## config.mk

```make
export PLATFORM = sky130hd
export DESIGN_NAME = pctl_shifter
export DESIGN_NICKNAME = d
export VERILOG_FILES = /design/src/rtl/pctl_pkg.sv /design/src/rtl/pctl_decoder.sv /design/src/rtl/pctl_issue_fsm.sv /design/src/rtl/pctl_stage_reg.sv /design/src/rtl/pctl_shifter.sv
export SDC_FILE = /design/constraint.sdc
export NUM_CORES = 1
export LEC_CHECK = 0
export ABC_AREA = 1
export BUFFER_PORTS_ARGS = -buffer_cell sky130_fd_sc_hd__buf_2
export CORE_MARGIN = 1
export CORE_UTILIZATION = 51
export CTS_BUF_LIST = sky130_fd_sc_hd__clkbuf_2
export DETAILED_ROUTE_END_ITERATION = 10
export PLACE_DENSITY = 0.86
export SKIP_CTS_REPAIR_TIMING = 1
export SLEW_MARGIN = 30
export SYNTH_ARGS = -nofsm -noshare
export SYNTH_HDL_FRONTEND = slang
export SYNTH_HIERARCHICAL = 1
export SYNTH_SLANG_ARGS = --single-unit
export TNS_END_PERCENT = 1
```

## constraint.sdc

```tcl
create_clock -name clk -period 1.1 [get_ports clk]
set_input_delay 0.275 -clock clk [delete_from_list [all_inputs] [get_ports clk]]
set_output_delay 0.275 -clock clk [all_outputs]
set_load 0.02 [all_outputs]
```

## src/rtl/pctl_pkg.sv

```systemverilog
package pctl_pkg;

    parameter int OPC_W = 6;
    parameter int FN_W  = 6;
    parameter int ALU_W = 3;

    localparam logic [OPC_W-1:0] OPC_RTYPE = 6'h00;
    localparam logic [OPC_W-1:0] OPC_LOAD  = 6'h23;
    localparam logic [OPC_W-1:0] OPC_STORE = 6'h2B;
    localparam logic [OPC_W-1:0] OPC_BEQ   = 6'h04;

    localparam logic [FN_W-1:0] FN_ADD = 6'h20;
    localparam logic [FN_W-1:0] FN_SUB = 6'h22;
    localparam logic [FN_W-1:0] FN_AND = 6'h24;
    localparam logic [FN_W-1:0] FN_OR  = 6'h25;

    typedef enum logic [ALU_W-1:0] {
        ALU_NONE = 3'd0,
        ALU_ADD  = 3'd1,
        ALU_SUB  = 3'd2,
        ALU_AND  = 3'd3,
        ALU_OR   = 3'd4
    } alu_op_e;

    typedef struct packed {
        logic    ext_op;
        logic    alu_src;
        alu_op_e alu_op;
        logic    reg_dst;
    } ex_ctl_t;

    typedef struct packed {
        logic mem_wr;
        logic branch;
    } mem_ctl_t;

    typedef struct packed {
        logic mem_to_reg;
        logic reg_wr;
    } wb_ctl_t;

    typedef struct packed {
        ex_ctl_t  ex;
        mem_ctl_t mem;
        wb_ctl_t  wb;
    } idex_word_t;

    typedef struct packed {
        mem_ctl_t mem;
        wb_ctl_t  wb;
    } exmem_word_t;

    typedef enum logic [1:0] {
        ISS_RUN   = 2'd0,
        ISS_STALL = 2'd1,
        ISS_FLUSH = 2'd2
    } iss_state_e;

endpackage

```

## src/rtl/pctl_decoder.sv

```systemverilog
module pctl_decoder
    import pctl_pkg::*;
(
    input  logic [OPC_W-1:0] opcode,
    input  logic [FN_W-1:0]  funct,
    output idex_word_t       word
);

    always_comb begin
        word = '0;
        unique case (opcode)
            OPC_RTYPE: begin
                word.ex.reg_dst = 1'b1;
                word.wb.reg_wr  = 1'b1;
                unique case (funct)
                    FN_ADD:  word.ex.alu_op = ALU_ADD;
                    FN_SUB:  word.ex.alu_op = ALU_SUB;
                    FN_AND:  word.ex.alu_op = ALU_AND;
                    FN_OR:   word.ex.alu_op = ALU_OR;
                    default: word = '0;
                endcase
            end
            OPC_LOAD: begin
                word.ex.ext_op     = 1'b1;
                word.ex.alu_src    = 1'b1;
                word.ex.alu_op     = ALU_ADD;
                word.wb.mem_to_reg = 1'b1;
                word.wb.reg_wr     = 1'b1;
            end
            OPC_STORE: begin
                word.ex.ext_op  = 1'b1;
                word.ex.alu_src = 1'b1;
                word.ex.alu_op  = ALU_ADD;
                word.mem.mem_wr = 1'b1;
            end
            OPC_BEQ: begin
                word.ex.alu_op  = ALU_SUB;
                word.mem.branch = 1'b1;
            end
            default: word = '0;
        endcase
    end

    // a decoded word has at most one architectural side effect
    always_comb begin
        assert_single_effect_R6: assert ($onehot0({word.mem.mem_wr, word.wb.reg_wr, word.mem.branch}));
    end

endmodule

```

## src/rtl/pctl_issue_fsm.sv

```systemverilog
module pctl_issue_fsm
    import pctl_pkg::*;
(
    input  logic       clk,
    input  logic       rst,
    input  logic       stall_req,
    input  logic       flush_req,
    output iss_state_e state,
    output logic       inject_bubble,
    output logic       fetch_hold
);

    iss_state_e state_nx;

    always_comb begin
        if (flush_req) begin
            state_nx = ISS_FLUSH;
        end else if (stall_req) begin
            state_nx = ISS_STALL;
        end else begin
            state_nx = ISS_RUN;
        end
    end

    always_ff @(posedge clk) begin
        if (rst) begin
            state <= ISS_RUN;
        end else begin
            state <= state_nx;
        end
    end

    always_comb begin
        inject_bubble = 1'b0;
        fetch_hold    = 1'b0;
        unique case (state_nx)
            ISS_RUN: begin
                inject_bubble = 1'b0;
                fetch_hold    = 1'b0;
            end
            ISS_STALL: begin
                inject_bubble = 1'b1;
                fetch_hold    = 1'b1;
            end
            ISS_FLUSH: begin
                inject_bubble = 1'b1;
                fetch_hold    = 1'b0;
            end
            default: begin
                inject_bubble = 1'b1;
                fetch_hold    = 1'b0;
            end
        endcase
    end

    assert_flush_wins_R11: assert property (@(posedge clk) disable iff (rst)
        flush_req |=> (state == ISS_FLUSH));

endmodule

```

## src/rtl/pctl_stage_reg.sv

```systemverilog
module pctl_stage_reg #(
    parameter int W = 8
) (
    input  logic         clk,
    input  logic         rst,
    input  logic [W-1:0] d,
    output logic [W-1:0] q
);

    always_ff @(posedge clk) begin
        if (rst) begin
            q <= '0;
        end else begin
            q <= d;
        end
    end

endmodule

```

## src/rtl/pctl_shifter.sv

```systemverilog
module pctl_shifter
    import pctl_pkg::*;
(
    input  logic             clk,
    input  logic             rst,
    input  logic [OPC_W-1:0] dec_opcode,
    input  logic [FN_W-1:0]  dec_funct,
    input  logic             stall_req,
    input  logic             flush_req,
    output logic             fetch_hold,
    output logic             ex_ext_op,
    output logic             ex_alu_src,
    output logic [ALU_W-1:0] ex_alu_op,
    output logic             ex_reg_dst,
    output logic             mem_wr,
    output logic             mem_branch,
    output logic             wb_mem_to_reg,
    output logic             wb_reg_wr
);

    localparam int IDEX_W  = $bits(idex_word_t);
    localparam int EXMEM_W = $bits(exmem_word_t);
    localparam int MEMWB_W = $bits(wb_ctl_t);

    idex_word_t  dec_word;
    idex_word_t  idex_d;
    idex_word_t  idex_q;
    exmem_word_t exmem_d;
    exmem_word_t exmem_q;
    wb_ctl_t     memwb_q;
    iss_state_e  iss_state;
    logic        inject_bubble;

    pctl_decoder u_dec (
        .opcode (dec_opcode),
        .funct  (dec_funct),
        .word   (dec_word)
    );

    pctl_issue_fsm u_fsm (
        .clk           (clk),
        .rst           (rst),
        .stall_req     (stall_req),
        .flush_req     (flush_req),
        .state         (iss_state),
        .inject_bubble (inject_bubble),
        .fetch_hold    (fetch_hold)
    );

    assign idex_d = inject_bubble ? idex_word_t'('0) : dec_word;

    pctl_stage_reg #(.W(IDEX_W)) u_idex (
        .clk (clk),
        .rst (rst),
        .d   (idex_d),
        .q   (idex_q)
    );

    // execute bits are consumed here; memory and writeback bits move on
    assign exmem_d.mem = idex_q.mem;
    assign exmem_d.wb  = idex_q.wb;

    pctl_stage_reg #(.W(EXMEM_W)) u_exmem (
        .clk (clk),
        .rst (rst),
        .d   (exmem_d),
        .q   (exmem_q)
    );

    pctl_stage_reg #(.W(MEMWB_W)) u_memwb (
        .clk (clk),
        .rst (rst),
        .d   (exmem_q.wb),
        .q   (memwb_q)
    );

    assign ex_ext_op     = idex_q.ex.ext_op;
    assign ex_alu_src    = idex_q.ex.alu_src;
    assign ex_alu_op     = idex_q.ex.alu_op;
    assign ex_reg_dst    = idex_q.ex.reg_dst;
    assign mem_wr        = exmem_q.mem.mem_wr;
    assign mem_branch    = exmem_q.mem.branch;
    assign wb_mem_to_reg = memwb_q.mem_to_reg;
    assign wb_reg_wr     = memwb_q.reg_wr;

    assert_reset_clear_R1: assert property (@(posedge clk)
        rst |=> (idex_q == '0 && exmem_q == '0 && memwb_q == '0));

    assert_issue_decoded_R7: assert property (@(posedge clk) disable iff (rst)
        (!stall_req && !flush_req) |=> (idex_q == $past(dec_word)));

    assert_mem_follows_R8: assert property (@(posedge clk) disable iff (rst)
        1'b1 |=> (exmem_q.mem == $past(idex_q.mem) && exmem_q.wb == $past(idex_q.wb)));

    assert_wb_follows_R9: assert property (@(posedge clk) disable iff (rst)
        1'b1 |=> (memwb_q == $past(exmem_q.wb)));

    assert_bubble_state_R10: assert property (@(posedge clk) disable iff (rst)
        (iss_state != ISS_RUN) |-> (idex_q == '0));

    assert_bubble_no_write_R12: assert property (@(posedge clk) disable iff (rst)
        (iss_state != ISS_RUN) |=> (!mem_wr && !exmem_q.wb.reg_wr));

endmodule

```

# After elaboration in Yosys (flattened, before gate mapping)
# Index checks and enable logic that the tools add are counted.
# totals
reg_bits,16
in_bits,16
output_inout_bits,11
# classes
reduce_logical,6
n_eq_ne,8
mux,10
n_bitwise,2
# op_table
operator,count
$eq 6x6->1 const B,6
$pmux 3 s4,1
$pmux 3 s3,1
$eq 6x3->1 const B,1
$logic_not 6->1,1
$mux 5,1
$mux 2,2
$pmux 1 s2,2
$pmux 2 s2,1
$reduce_or 2->1,2
$reduce_or 4->1,1
$reduce_or 3->1,1
$eq 2x1->1 const B,1
$logic_not 2->1,1
$mux 1,2
$not 1->1,2

# Depth between registers and ports, before layout
# depth
word_depth,5
depth_mapped,10

# Cells and area by module
# The synthesis kept the hierarchy.
# modules_own_cells
mod,instances,cells_per_inst,area_per_inst_um2,seq_area_each_um2
pctl_stage_reg (u_idex),1,31,286.5,200.2
pctl_decoder,1,39,203.9,0.0
pctl_stage_reg (u_exmem),1,12,110.1,80.1
pctl_shifter,1,21,86.3,0.0
pctl_issue_fsm,1,8,65.1,40.0
pctl_stage_reg (u_memwb),1,6,55.1,40.0

# Worst setup path before layout
# Ideal clock, no wire load.
# synth_path
path_kind,input-to-reg
start,input port dec_opcode[3]
end,register u_idex.q[0]
path_buffers,0
slack_ns,0.118
stages,9
t_arrival_ns,0.918
t_required_ns,1.036
setup_ns,0.064
path_cell_list,nor3_2 > nand3_2 > clkinv_1 > nand2_2 > nand2_1 > inv_1 > nor2_1 > inv_1 > nor2_1
# synth_lines
item,line,text
start: declaration,pctl_shifter.sv:6,"input logic [OPC_W-1:0] dec_opcode,"
end signal: assignment,pctl_stage_reg.sv:12,q <= '0;
end signal: assignment,pctl_stage_reg.sv:14,q <= d;
end: declaration,pctl_stage_reg.sv:7,output logic [W-1:0] q

# Final worst setup path
# layout_path
start,register u_idex.q[4]
end,output port ex_reg_dst
# layout_lines
item,line,text
end: declaration,pctl_shifter.sv:14,"output logic ex_reg_dst,"
# No word-level cell between the ends.

==> results.md <==
- Wirelength per Cell: 7.720 um
- CP Launch Type: register
- Yosys warning count: 6
- Residual DRC: 0
- Power per cell area: 1004 nW/um^2
- Switch share: 0.2397
- N_diodes: 0
- Comb pwr share: 0.105
- Max clock buf depth: 2
- Final Cycle Share: 0.9499
- Overflow after GRT: 0
- Setup repair after global routing missed its margin: no
- CP top delay family: flip-flops
- Initial antenna violation count: 0
- Minimum clock period: 1045 ps
- Cell Int Power: 698.6 uW
- Drt pass-1 iters: 4
- Largest net degree at the start of global routing: 17
- Die Y: 40.59 um
- Dpl cells: 153
- Synthesized area: 759.5 sq um
- Crit path DAT: 770 ps
- Clock transition at the registers of the reported paths: 140 ps
- Slew at the pin closest to its max-slew limit: 324.2 ps
- CP Max Fanout: 1
- Mean Syn Cell Area: 6.721 sq um
- Fin util: 0.6775
- Fin nets: 159
- Root Driver: clkbuf_2
- Clock Latency Late Sink: 280 ps
- Mapped Cells: 113
- Port buffer count: 26
- Fin. Hold Viols: 0
- F_max: 0.9571 GHz
- Buffer and inverter count on the worst path: 1
- Clock Skew: 13.98 ps
- Crit Path Class: register to output port
- Rel. slew slack: 0.7839
- CTS Buf Count: 3
- Slowest stage delay, CP: 340 ps
- Net Switching: 220.2 uW
- Die area: 1648 sq um
- Number of global-route vias before repair: 535
- Worst path cell trace: buf_2
- Syn nets: 129
- Ports: 27
- Clock sink count: 16
- Vias per inst: 4.255
- Post-route cell area: 914.6 sq um
- Post-route ant nets: 0
- Pleak: 0.4672 nW
- CORE AREA: 1350 sq um
- Critical path endpoint category: output port
- Vias: 668
- Placer Congestion: 0.7793
- First DRT Iteration DRCs: 11
- CTS tree: built
- First-pass GRT wire length: 1842 um
- Final Slew Violations: 0
- Placed cell area: 893.4 sq um
- Clk network pwr share: 0.263
- Starting Density: 0.5626
- Status: completed
- Worst hold path class: primary input to register
- Routed wire length: 1212 um
- Sequential share of power: 0.632
- Chip Width: 40.59 um
- Layout Cells excl Fill: 157
- Hold slack: 317.1 ps
- Critical Path RT: 820 ps
- Pwr Total: 918.7 uW
- Fraction of layout cells with a size suffix above 1: 0.3028
- Max_cap viols: 0
- Layout area overhead: 20.43%
- FP Rows: 13
- Final setup viols: 0
- Worst IR Drop VDD: 0.0004147 V
- GRT Util Overall: 0.1800
- H-tree levels: 1
- DP HPWL: 1012 um
- Slowest stage cell, crit path: dfxtp_1
## placed cells by master (no fill, tap or decap)
cell      count
inv_1        36
nor2_2        2
clkinv_1      2
nor2b_2       1
dfxtp_1      16
clkbuf_2      3
buf_2        25
nand4_1       1
nand2_1       4
nand2_2       1
nor2_4        1
nand3_2       3
nor2_1       34
o21ai_1       1
nand3_1       4
nor3_2        1
buf_4         3
or2_1         1
inv_2         3
## stage by stage
| stage | TNS, ps | setup slack [ps] |
|---|---|---|
| 2_1_floorplan | 0 | 118.5 |
| 3_3_place_gp | -92.40 | -36.93 |
| 3_5_place_dp | -458.3 | -127.9 |
| 4_1_cts | 0 | 36.91 |
| 5_1_grt | 0 | 2.453 |
| 6_report | 0 | 55.16 |
## cell type report
class                           count  area (sq um)
Timing Repair Buffer               28         147.6
Sequential cell                    16         320.3
Clock inverter                      1         3.754
Fill cell                         137         435.4
Tap cell                           15         18.77
Multi-Input combinational cell     54         259.0
Inverter                           40         150.1
Clock buffer                        3         15.01
## power by group through the flow
stage          Clock (mW)  Sequential, mW  Combinational, mW
2_1_floorplan           0           0.594             0.0539
3_3_place_gp            0           0.593             0.0914
3_5_place_dp            0           0.593             0.0969
4_1_cts             0.256           0.581             0.0972
5_1_grt             0.269           0.581              0.108
6_report            0.242           0.581             0.0964
## per-layer routing
metal,global-route usage,vias to the layer above,share of wire,wire (um)
li1,-,367,-,-
met1,0.1424,274,0.41,494
met2,0.3492,23,0.52,626
met3,0.03333,4,0.039,47
met4,0.1750,0,0.035,43
met5,0,-,0,0
## sequential cells by signal, indices dropped and copies added, names as in the netlist
| register | flops |
|---|---|
| u_memwb/q | 2 |
| u_idex/q | 10 |
| u_exmem/q | 4 |
## worst paths after layout
check                    start           end  slack, ps  depth (start not counted)
setup / recovery   u_idex/q[4]    ex_reg_dst         60                          1
hold / removal             rst   u_idex/q[8]        320                          2
setup reg to reg   u_idex/q[3]  u_exmem/q[3]        590                          2
hold reg to reg   u_exmem/q[0]  u_memwb/q[0]        400                          2
No activity file was read; power rests on OpenSTA's default activity.
